$ cat config.mk
export PLATFORM = sky130hd
export DESIGN_NAME = trc_capture
export DESIGN_NICKNAME = d
export VERILOG_FILES = /design/src/rtl/trc_pkg.sv /design/src/rtl/trc_src_dedup.sv /design/src/rtl/trc_select.sv /design/src/rtl/trc_ring.sv /design/src/rtl/trc_capture.sv
export SDC_FILE = /design/constraint.sdc
export NUM_CORES = 2
export LEC_CHECK = 0
export ABC_CLOCK_PERIOD_IN_PS = 8600
export BUFFER_PORTS_ARGS = -buffer_cell sky130_fd_sc_hd__buf_2
export CORE_MARGIN = 2
export CORE_UTILIZATION = 25
export CTS_CLUSTER_SIZE = 25
export DETAILED_ROUTE_END_ITERATION = 12
export PLACE_DENSITY = 0.37
export SKIP_CTS_REPAIR_TIMING = 1
export SLEW_MARGIN = 10
export SYNTH_ARGS = -nofsm -noshare
export SYNTH_HDL_FRONTEND = slang
export SYNTH_SLANG_ARGS = --single-unit
$ cat constraint.sdc
create_clock -name clk -period 8.6 [get_ports clk]
set_input_delay 0.86 -clock clk [delete_from_list [all_inputs] [get_ports clk]]
set_output_delay 0.86 -clock clk [all_outputs]
set_load 0.02 [all_outputs]
$ cat src/rtl/trc_pkg.sv
package trc_pkg;
  typedef enum logic [1:0] {
    CYC_FREE = 2'd0,
    CYC_OPF  = 2'd1,
    CYC_DATA = 2'd2,
    CYC_REG  = 2'd3
  } cyc_kind_e;

  typedef enum logic [1:0] {
    ENT_ACCESS = 2'd0,
    ENT_SRC    = 2'd1,
    ENT_DST    = 2'd2,
    ENT_VEC    = 2'd3
  } ent_kind_e;

  function automatic logic [7:0] info_byte(ent_kind_e k, logic wr, logic word);
    return {k, 4'b0000, wr, word};
  endfunction

  function automatic logic is_access(logic [1:0] kind);
    return kind[1];
  endfunction
endpackage

$ cat src/rtl/trc_src_dedup.sv
module trc_src_dedup #(
  parameter int AW = 24
) (
  input  logic          clk,
  input  logic          rst_n,
  input  logic          cap_en,
  input  logic          src_req,
  input  logic [AW-1:0] src_addr,
  output logic          src_keep
);
  logic [AW-1:0] pend_q;
  logic          pend_v_q;
  logic          fresh_q;
  logic          same_as_pend;
  logic          store;

  assign same_as_pend = pend_v_q && (src_addr == pend_q);
  // the compare only bites once the last stored source has settled for a cycle
  assign src_keep = !(same_as_pend && !fresh_q);
  assign store    = src_req && src_keep;

  always_ff @(posedge clk) begin
    if (!rst_n || !cap_en) begin
      pend_q   <= '0;
      pend_v_q <= 1'b0;
      fresh_q  <= 1'b0;
    end else begin
      fresh_q <= store && !same_as_pend;
      if (store) begin
        pend_q   <= src_addr;
        pend_v_q <= 1'b1;
      end
    end
  end

  AST_DUP_SUPPRESS: assert property (@(posedge clk) disable iff (!rst_n)
    (src_req && $past(store, 1) && $past(store, 2) &&
     src_addr == $past(src_addr, 1) && src_addr == $past(src_addr, 2)) |-> !src_keep);

  AST_FIRST_AFTER_OFF: assert property (@(posedge clk) disable iff (!rst_n)
    (src_req && !$past(cap_en)) |-> src_keep);
endmodule

$ cat src/rtl/trc_select.sv
module trc_select
  import trc_pkg::*;
#(
  parameter int AW  = 24,
  parameter int DW  = 16,
  parameter int PCW = 16,
  localparam int EW = AW + DW + 8 + PCW
) (
  input  logic           clk,
  input  logic           rst_n,
  input  logic           cap_en,
  input  logic           mode_detail,
  input  logic           win_en,
  input  logic [AW-1:0]  win_lo,
  input  logic [AW-1:0]  win_hi,
  input  logic [1:0]     cyc_kind,
  input  logic [AW-1:0]  bus_addr,
  input  logic [DW-1:0]  bus_data,
  input  logic           bus_word,
  input  logic           bus_wr,
  input  logic           cof_src,
  input  logic           cof_dst,
  input  logic           cof_vec,
  input  logic [PCW-1:0] peer_pc,
  input  logic           src_keep,
  output logic           src_req,
  output logic           wr_en,
  output logic [EW-1:0]  wr_word
);
  logic      in_win;
  logic      access_hit;
  logic      vec_hit;
  logic      dst_hit;
  logic      flow_on;
  ent_kind_e flow_kind;

  assign in_win     = (bus_addr >= win_lo) && (bus_addr <= win_hi);
  assign access_hit = cap_en && mode_detail && is_access(cyc_kind) && (!win_en || in_win);
  assign flow_on    = cap_en && !mode_detail;
  assign vec_hit    = flow_on && cof_vec;
  assign dst_hit    = flow_on && cof_dst && !cof_vec;
  assign src_req    = flow_on && cof_src && !cof_dst && !cof_vec;
  assign wr_en      = access_hit || vec_hit || dst_hit || (src_req && src_keep);

  always_comb begin
    if (vec_hit)      flow_kind = ENT_VEC;
    else if (dst_hit) flow_kind = ENT_DST;
    else              flow_kind = ENT_SRC;
  end

  always_comb begin
    if (mode_detail)
      wr_word = {bus_addr, bus_data, info_byte(ENT_ACCESS, bus_wr, bus_word), peer_pc};
    else
      wr_word = {bus_addr, {DW{1'b0}}, info_byte(flow_kind, 1'b0, 1'b0), {PCW{1'b0}}};
  end

  AST_IDLE_WHEN_OFF: assert property (@(posedge clk) disable iff (!rst_n)
    !cap_en |-> !wr_en);

  AST_DST_KEPT: assert property (@(posedge clk) disable iff (!rst_n)
    (cap_en && !mode_detail && cof_dst) |-> wr_en);

  AST_SKIP_FREE_OPF: assert property (@(posedge clk) disable iff (!rst_n)
    (mode_detail && (cyc_kind == CYC_FREE || cyc_kind == CYC_OPF)) |-> !wr_en);

  AST_WINDOW_HELD: assert property (@(posedge clk) disable iff (!rst_n)
    (mode_detail && win_en && wr_en) |-> (bus_addr >= win_lo && bus_addr <= win_hi));
endmodule

$ cat src/rtl/trc_ring.sv
module trc_ring #(
  parameter int EW    = 64,
  parameter int DEPTH = 64,
  localparam int PTRW = $clog2(DEPTH)
) (
  input  logic          clk,
  input  logic          rst_n,
  input  logic          wr_en,
  input  logic [EW-1:0] wr_word,
  input  logic [PTRW-1:0] rd_idx,
  output logic [EW-1:0] rd_word,
  output logic [PTRW:0] fill_count
);
  logic [EW-1:0]   mem [DEPTH];
  logic [PTRW-1:0] wr_ptr_q;
  logic            wrapped_q;
  logic [PTRW-1:0] oldest;
  logic [PTRW-1:0] rd_addr;

  assign oldest     = wrapped_q ? wr_ptr_q : '0;
  assign rd_addr    = oldest + rd_idx;
  assign fill_count = wrapped_q ? (PTRW+1)'(DEPTH) : {1'b0, wr_ptr_q};

  always_ff @(posedge clk) begin
    if (!rst_n) begin
      wr_ptr_q  <= '0;
      wrapped_q <= 1'b0;
    end else if (wr_en) begin
      wr_ptr_q <= wr_ptr_q + 1'b1;
      if (wr_ptr_q == PTRW'(DEPTH - 1)) wrapped_q <= 1'b1;
    end
  end

  always_ff @(posedge clk) begin
    if (wr_en) mem[wr_ptr_q] <= wr_word;
  end

  always_ff @(posedge clk) begin
    if (!rst_n) rd_word <= '0;
    else        rd_word <= mem[rd_addr];
  end

  AST_PTR_STEP: assert property (@(posedge clk) disable iff (!rst_n)
    wr_en |=> wr_ptr_q == PTRW'($past(wr_ptr_q) + 1'b1));

  AST_WRAP_STICKY: assert property (@(posedge clk) disable iff (!rst_n)
    wrapped_q |=> wrapped_q);

  AST_FILL_BOUND: assert property (@(posedge clk) disable iff (!rst_n)
    fill_count <= (PTRW+1)'(DEPTH));
endmodule

$ cat src/rtl/trc_capture.sv
module trc_capture #(
  parameter int AW    = 24,
  parameter int DW    = 16,
  parameter int PCW   = 16,
  parameter int DEPTH = 64,
  localparam int EW   = AW + DW + 8 + PCW,
  localparam int PTRW = $clog2(DEPTH)
) (
  input  logic            clk,
  input  logic            rst_n,
  input  logic            cap_en,
  input  logic            mode_detail,
  input  logic            win_en,
  input  logic [AW-1:0]   win_lo,
  input  logic [AW-1:0]   win_hi,
  input  logic [1:0]      cyc_kind,
  input  logic [AW-1:0]   bus_addr,
  input  logic [DW-1:0]   bus_data,
  input  logic            bus_word,
  input  logic            bus_wr,
  input  logic            cof_src,
  input  logic            cof_dst,
  input  logic            cof_vec,
  input  logic [PCW-1:0]  peer_pc,
  input  logic [PTRW-1:0] rd_idx,
  output logic [EW-1:0]   rd_word,
  output logic [PTRW:0]   fill_count
);
  logic          src_req;
  logic          src_keep;
  logic          wr_en;
  logic [EW-1:0] wr_word;

  trc_src_dedup #(.AW(AW)) u_dedup (
    .clk(clk), .rst_n(rst_n), .cap_en(cap_en),
    .src_req(src_req), .src_addr(bus_addr), .src_keep(src_keep)
  );

  trc_select #(.AW(AW), .DW(DW), .PCW(PCW)) u_select (
    .clk(clk), .rst_n(rst_n), .cap_en(cap_en), .mode_detail(mode_detail),
    .win_en(win_en), .win_lo(win_lo), .win_hi(win_hi), .cyc_kind(cyc_kind),
    .bus_addr(bus_addr), .bus_data(bus_data), .bus_word(bus_word), .bus_wr(bus_wr),
    .cof_src(cof_src), .cof_dst(cof_dst), .cof_vec(cof_vec), .peer_pc(peer_pc),
    .src_keep(src_keep), .src_req(src_req), .wr_en(wr_en), .wr_word(wr_word)
  );

  trc_ring #(.EW(EW), .DEPTH(DEPTH)) u_ring (
    .clk(clk), .rst_n(rst_n), .wr_en(wr_en), .wr_word(wr_word),
    .rd_idx(rd_idx), .rd_word(rd_word), .fill_count(fill_count)
  );

  AST_FILL_FROZEN_OFF: assert property (@(posedge clk) disable iff (!rst_n)
    $past(!cap_en) && $past(rst_n) |-> $stable(fill_count));
endmodule

Word-level counts from Yosys, hierarchy flattened
Memory sizes are Yosys's and may differ from the RTL's. A register that Yosys moved wholly into a read port is not among the register bits.
Cells that the tools add are included.
{ "totals": {"ff_bits": 33, "latchBits": 0, "mem_bits_rw": 4096, "rom_bits": 0, "in_bits": 122, "out_inout_bits": 71, "elab_cells": 50, "n_memories": 1} }
{ "mem_list": {"columns": ["name", "words", "width", "rd", "rd_ports_with_merged_regs", "write_ports", "line", "source"], "rows": [
  ["u_ring.mem", 64, 64, 1, 1, 1, "trc_ring.sv:14", "logic [EW-1:0] mem [DEPTH];"]
]} }
{ "classes": {"n_addsub": 2, "n_mul": 0, "div": 0, "order_cmp": 2, "eq_ne": 2, "n_shift": 0, "n_mux": 7, "bitwise_logic": 0, "reduce_logical": 31} }
{ "ops": {"columns": ["cell", "count"], "rows": [
  ["two-way mux 40 bit", 1],
  ["== test 24 bit", 1],
  [">= comparator 24 bit", 1],
  ["less-or-equal comparator 24 bit", 1],
  ["logical AND 1 bit", 15],
  ["zero test 1 bit", 10],
  ["two-way mux 7 bit", 1],
  ["adder 6 x 1 -> 6 bit (second input constant)", 1],
  ["adder 6 bit", 1],
  ["== test 6 bit (second input constant)", 1],
  ["two-way mux 6 bit", 1],
  ["logical OR 1 bit", 5],
  ["two-way mux 2 bit", 2],
  ["two-way mux 1 bit", 2],
  ["AND reduction 2 bit", 1]
]} }

Longest topological paths before layout
{ "depth": {"ltp_word": 9, "ltp_mapped": 13, "depth_no_buf": 10} }

By module
A second synthesis with hierarchy kept.
{ "unflattened": {"cells_unflattened": 7528, "hier_area_um2": 162205.6} }
{ "modules_own_cells": {"columns": ["mod", "instances", "cells_each", "area_each_um2", "seq_area_each_um2"], "rows": [
  ["trc_ring", 1, 7137, 159175.2, 124419.3],
  ["trc_select", 1, 244, 1707.9, 0.0],
  ["trc_src_dedup", 1, 147, 1322.5, 520.5]
]} }

Worst setup path before layout
Ideal clock, no wire load.
{ "synth_path": {"path_type": "input port to flip-flop", "from": "input port mode_detail", "to": "memory u_ring.mem[47][0] (enable)", "setup_time_ns": 0.551, "t_arrival_ns": 8.825, "required_time_ns": 8.049, "path_slack_ns": -0.776, "stages": 8, "n_path_buf": 2, "path_cell_list": "clkbuf_1 nor3b_1 a221o_1 nor2_1 o21ai_1 buf_2 nand2_1 nor3_1"} }
{ "synth_between": {"elab_chain_len": 9, "elab_cells_between_ends": 17, "classes_between": "mux: 2; reduce/logical: 15"} }
{ "synth_rtl": {"columns": ["element", "line", "source"], "rows": [
  ["from (decl)", "trc_capture.sv:12", "input logic mode_detail,"],
  ["zero test 1 bit", "trc_select.sv:39", "assign flow_on = cap_en && !mode_detail;"],
  ["logical AND 1 bit", "trc_select.sv:39", null],
  ["logical AND 1 bit (3 in series)", "trc_select.sv:42", "assign src_req = flow_on && cof_src && !cof_dst && !cof_vec;"],
  ["logical AND 1 bit", "trc_select.sv:43", "assign wr_en = access_hit || vec_hit || dst_hit || (src_req && src_keep);"],
  ["logical OR 1 bit (*)", "trc_select.sv:43", null],
  ["two-way mux 1 bit (*)", "trc_ring.sv:35", "if (wr_en) mem[wr_ptr_q] <= wr_word;"],
  ["two-way mux 1 bit (not written as such) (*)", "trc_ring.sv:35", null],
  ["to (decl)", "trc_ring.sv:14", null]
]} }
Every way passes the cells marked *; elsewhere a longest branch is shown, timed or not.

Worst setup path in the final report
{ "layout_path": {"from": "register u_ring.wr_ptr_q[0]", "to": "register u_ring.rd_word[30] (read register of u_ring.mem)"} }
{ "layout_between": {"elab_chain_len": 2} }
{ "layout_rtl": {"columns": ["element", "line", "source"], "rows": [
  ["from (decl)", "trc_ring.sv:15", "logic [PTRW-1:0] wr_ptr_q;"],
  ["from (signal assigned)", "trc_ring.sv:29", "wr_ptr_q <= wr_ptr_q + 1'b1;"],
  ["two-way mux 6 bit", "trc_ring.sv:20", "assign oldest = wrapped_q ? wr_ptr_q : '0;"],
  ["adder 6 bit", "trc_ring.sv:21", "assign rd_addr = oldest + rd_idx;"],
  ["to (decl)", "trc_ring.sv:11", "output logic [EW-1:0] rd_word,"]
]} }
No other way between the ends.
A chain may end at the register's enable or synchronous reset.

==> metrics.md <==
| Metric | Value |
|---|---|
| Pin count of the biggest net entering global routing | `about 120` |
| Initial Util | `25.1%` |
| Cell variety after synth | `51` |
| Routability Congestion | `about 0.74` |
| Seq cells post-synth | `3933` |
| Max Cap Viol | `0` |
| Top achievable clock speed | `0.186 GHz` |
| Rows | `285` |
| Post-Syn Area | `between 0.15 and 0.2 mm^2` |
| Die span in x | `781 um` |
| First-pass GRT wire length | `roughly 660 mm` |
| H-tree levels | `5` |
| Unrepaired setup endpoints after global routing | `no` |
| Syn Area/Cell | `roughly 24 um^2` |
| VDD IR-drop max | `around 180 uV` |
| Hold slack | `roughly 310 ps` |
| Area Growth Syn to Fin | `17.8%` |
| Fraction of the cycle the final worst path needs | `approximately 63%` |
| Overall routed net length | `roughly 500 mm` |
| CP max stage delay | `~1600 ps` |
| Clock Tree Buf Depth | `4` |
| Core area | `around 0.6 mm^2` |
| DR iter-0 viols | `~7100` |
| Crit-path cells | `and2_1 -> ha_4 -> fa_4 -> buf_4 -> mux4_2 -> mux4_2 -> nand2_1 -> nand3_1 -> and3_1` |
| # setup viols final | `0` |
| Drc violations | `0` |
| Total GRT Usage | `roughly 16%` |
| Die Ht | `781 um` |
| Die area | `0.610 mm^2` |
| WP data required | `9470 ps` |
| Routed len/inst | `approximately 32 um` |
| Commonest non-fill, non-tap cell in the layout | `edfxtp_1` |
| Ys Warns | `0` |
| Met2 WL | `234 mm` |
| Routed Antenna Nets | `0` |
| Final hold violation count | `0` |
| Critical path startpoint category | `register` |
| Critical path type | `register to register` |
| Cell family contributing the most delay on the critical path | `adder cells` |
| Result of the run | `finished, final reports clean` |
| Clock skew | `roughly 44 ps` |
| Layout cells sized above 1 | `approximately 33%` |
| Routed wl met3 | `23.1 mm` |
| Top Metal Used | `met5` |
| Slew Viols, Final | `0` |
| Number of flops mapped to enable cells by yosys | `3840` |
| Fin crit period | `around 5400 ps` |
| Seq/Total Area, Yosys | `about 78%` |
| DP HPWL | `~260 mm` |
| Least-Margin Pin Slew | `around 1400 ps` |
| Max FO, Critical Path | `40` |
| Top FF cell, synth | `edfxtp_1` |
| Slowest CP cell | `fa_4` |
| Drt pass-1 iters | `5` |
| Dpl cells | `approximately 14000` |
| Vias in the first global route | `75300` |
| Crit-path most repeated cell | `mux4_2` |
| GRT overflow | `0` |
| Clk_lat worst skew | `1020 ps` |
| Worst EP arrival | `6260 ps` |
| Crit end category | `register` |
| Fin cells | `approximately 15000` |
| Hold Path Class | `input pin to register` |
| Total negative slack | `0 ps` |
| Syn Inst Count | `roughly 6300` |
| IO buf count | `around 190` |
| Worst Path Buf+Inv | `1` |
| Clk sink count | `about 3900` |
| Most frequent cells in the layout | `edfxtp_1, mux4_2, clkbuf_16` |
| Final nets | `7061` |
| CTS tree | `yes` |
| TritonCTS Buffers | `440` |
| Tot Pwr | `roughly 41000 uW` |
| IO Pins | `around 190` |
| Slew HR | `between 3 and 4%` |
| Clk pin slew, worst setup/hold paths | `roughly 60 ps` |
| Post-synth ARST share | `0%` |
| Vias | `70600` |
| Post-detailed-route via-to-cell ratio | `4.61` |
| Initial antenna violation count | `58` |
| Root buffer cell | `clkbuf_16` |
| Leak | `~0.053 uW` |
| Power per Cell Area | `~230 mW/mm^2` |
| M1 wire length | `219 mm` |
[where the power goes]
group	total (uW)	switching (uW)	internal, uW
Clock	18300	7830	10500
Combinational	1970	1240	734
Sequential	21100	41.6	21100
Total	41500	9110	32300
[cells by family after synthesis]
group / synth area share [%]
simple gates: 2.09
xor+xnor: 0.186
other cells: 0.00249
compound gates: 0.213
mux: 18.1
fa+ha+maj: 0.461
flops: 77.7
buf+inv: 1.27
[flip-flops by register name (all words and copies together), names as in the netlist]
name	cells
u_ring.wrapped_q	1
u_ring.rd_word	60
u_ring.mem	3840
u_dedup.fresh_q	1
u_dedup.pend_q	24
u_dedup.pend_v_q	1
u_ring.wr_ptr_q	6
[worst paths after layout]
path,start,end,slack [ps],cells after the start
max,u_ring.wr_ptr_q[0]$_SDFFE_PN0P_,u_ring.rd_word[30]$_SDFF_PN0_,3220,9
max reg2reg,u_ring.wr_ptr_q[0]$_SDFFE_PN0P_,u_ring.rd_word[30]$_SDFF_PN0_,3220,9
min,bus_addr[22],u_dedup.pend_q[22]$_SDFFE_PP0P_,310,3
min reg2reg,u_dedup.pend_v_q$_SDFFE_PP0P_,u_dedup.pend_v_q$_SDFFE_PP0P_,470,2
[worst min-delay path, stage by stage]
cell     delay (ps)
buf_2           190
mux2i_1         160
nor2_1           50
[cell usage after synthesis (2+ instances only)]
library cell,count,share of area [%]
edfxtp_1,3840,76
mux4_2,1200,18
nand2_1,262,0.65
clkbuf_1,176,0.44
nor2_1,96,0.24
dfxtp_1,93,1.2
buf_2,88,0.29
nand3_1,70,0.23
nand3b_1,66,0.33
and3_1,63,0.26
ha_1,54,0.45
inv_1,50,0.12
buf_6,45,0.34
and2_1,42,0.17
mux2i_1,28,0.19
xnor2_1,26,0.15
buf_1,23,0.057
a21oi_1,21,0.070
nand4_1,13,0.054
nor2b_1,10,0.041
nor3_1,9,0.030
o21ai_0,8,0.027
xor2_1,6,0.035
buf_4,5,0.025
nand2b_1,4,0.017
a21o_1,3,0.015
nor4_1,3,0.012
a21boi_0,2,0.010
a221o_1,2,0.013
and4_1,2,0.012
o211ai_1,2,0.010
o31ai_1,2,0.010
or3b_2,2,0.012
[stage by stage]
step / utilization (%) / setup WS, ps / cell area, um^2
after floorplan: - / -776 / 151000
after global routing: 29.5 / 3110 / 178000
after global placement: 27.2 / 2370 / 164000
final: 29.5 / 3220 / 178000
after CTS: 29.5 / 3250 / 178000
after detailed placement: 27.2 / 2270 / 164000
[final cells by class]
cell class                      count  area (um^2)
Tap cell                         8036        10100
Timing Repair Buffer              442         3820
Antenna cell                       23         57.6
Clock inverter                    252         2130
Sequential cell                  3933       117000
Inverter                           50          188
Fill cell                       58600       424000
Clock buffer                      567        11800
Multi-Input combinational cell   2017        32400
[metal layers]
| layer | GRT usage (%) | vias up |
|---|---|---|
| met3 | 2.18 | 544 |
| met5 | 0 | - |
| met4 | 3.10 | 10 |
| met1 | 21.9 | 39900 |
| li1 | - | 28200 |
| met2 | 25.8 | 1953 |
(Power assumes the default switching activity.)
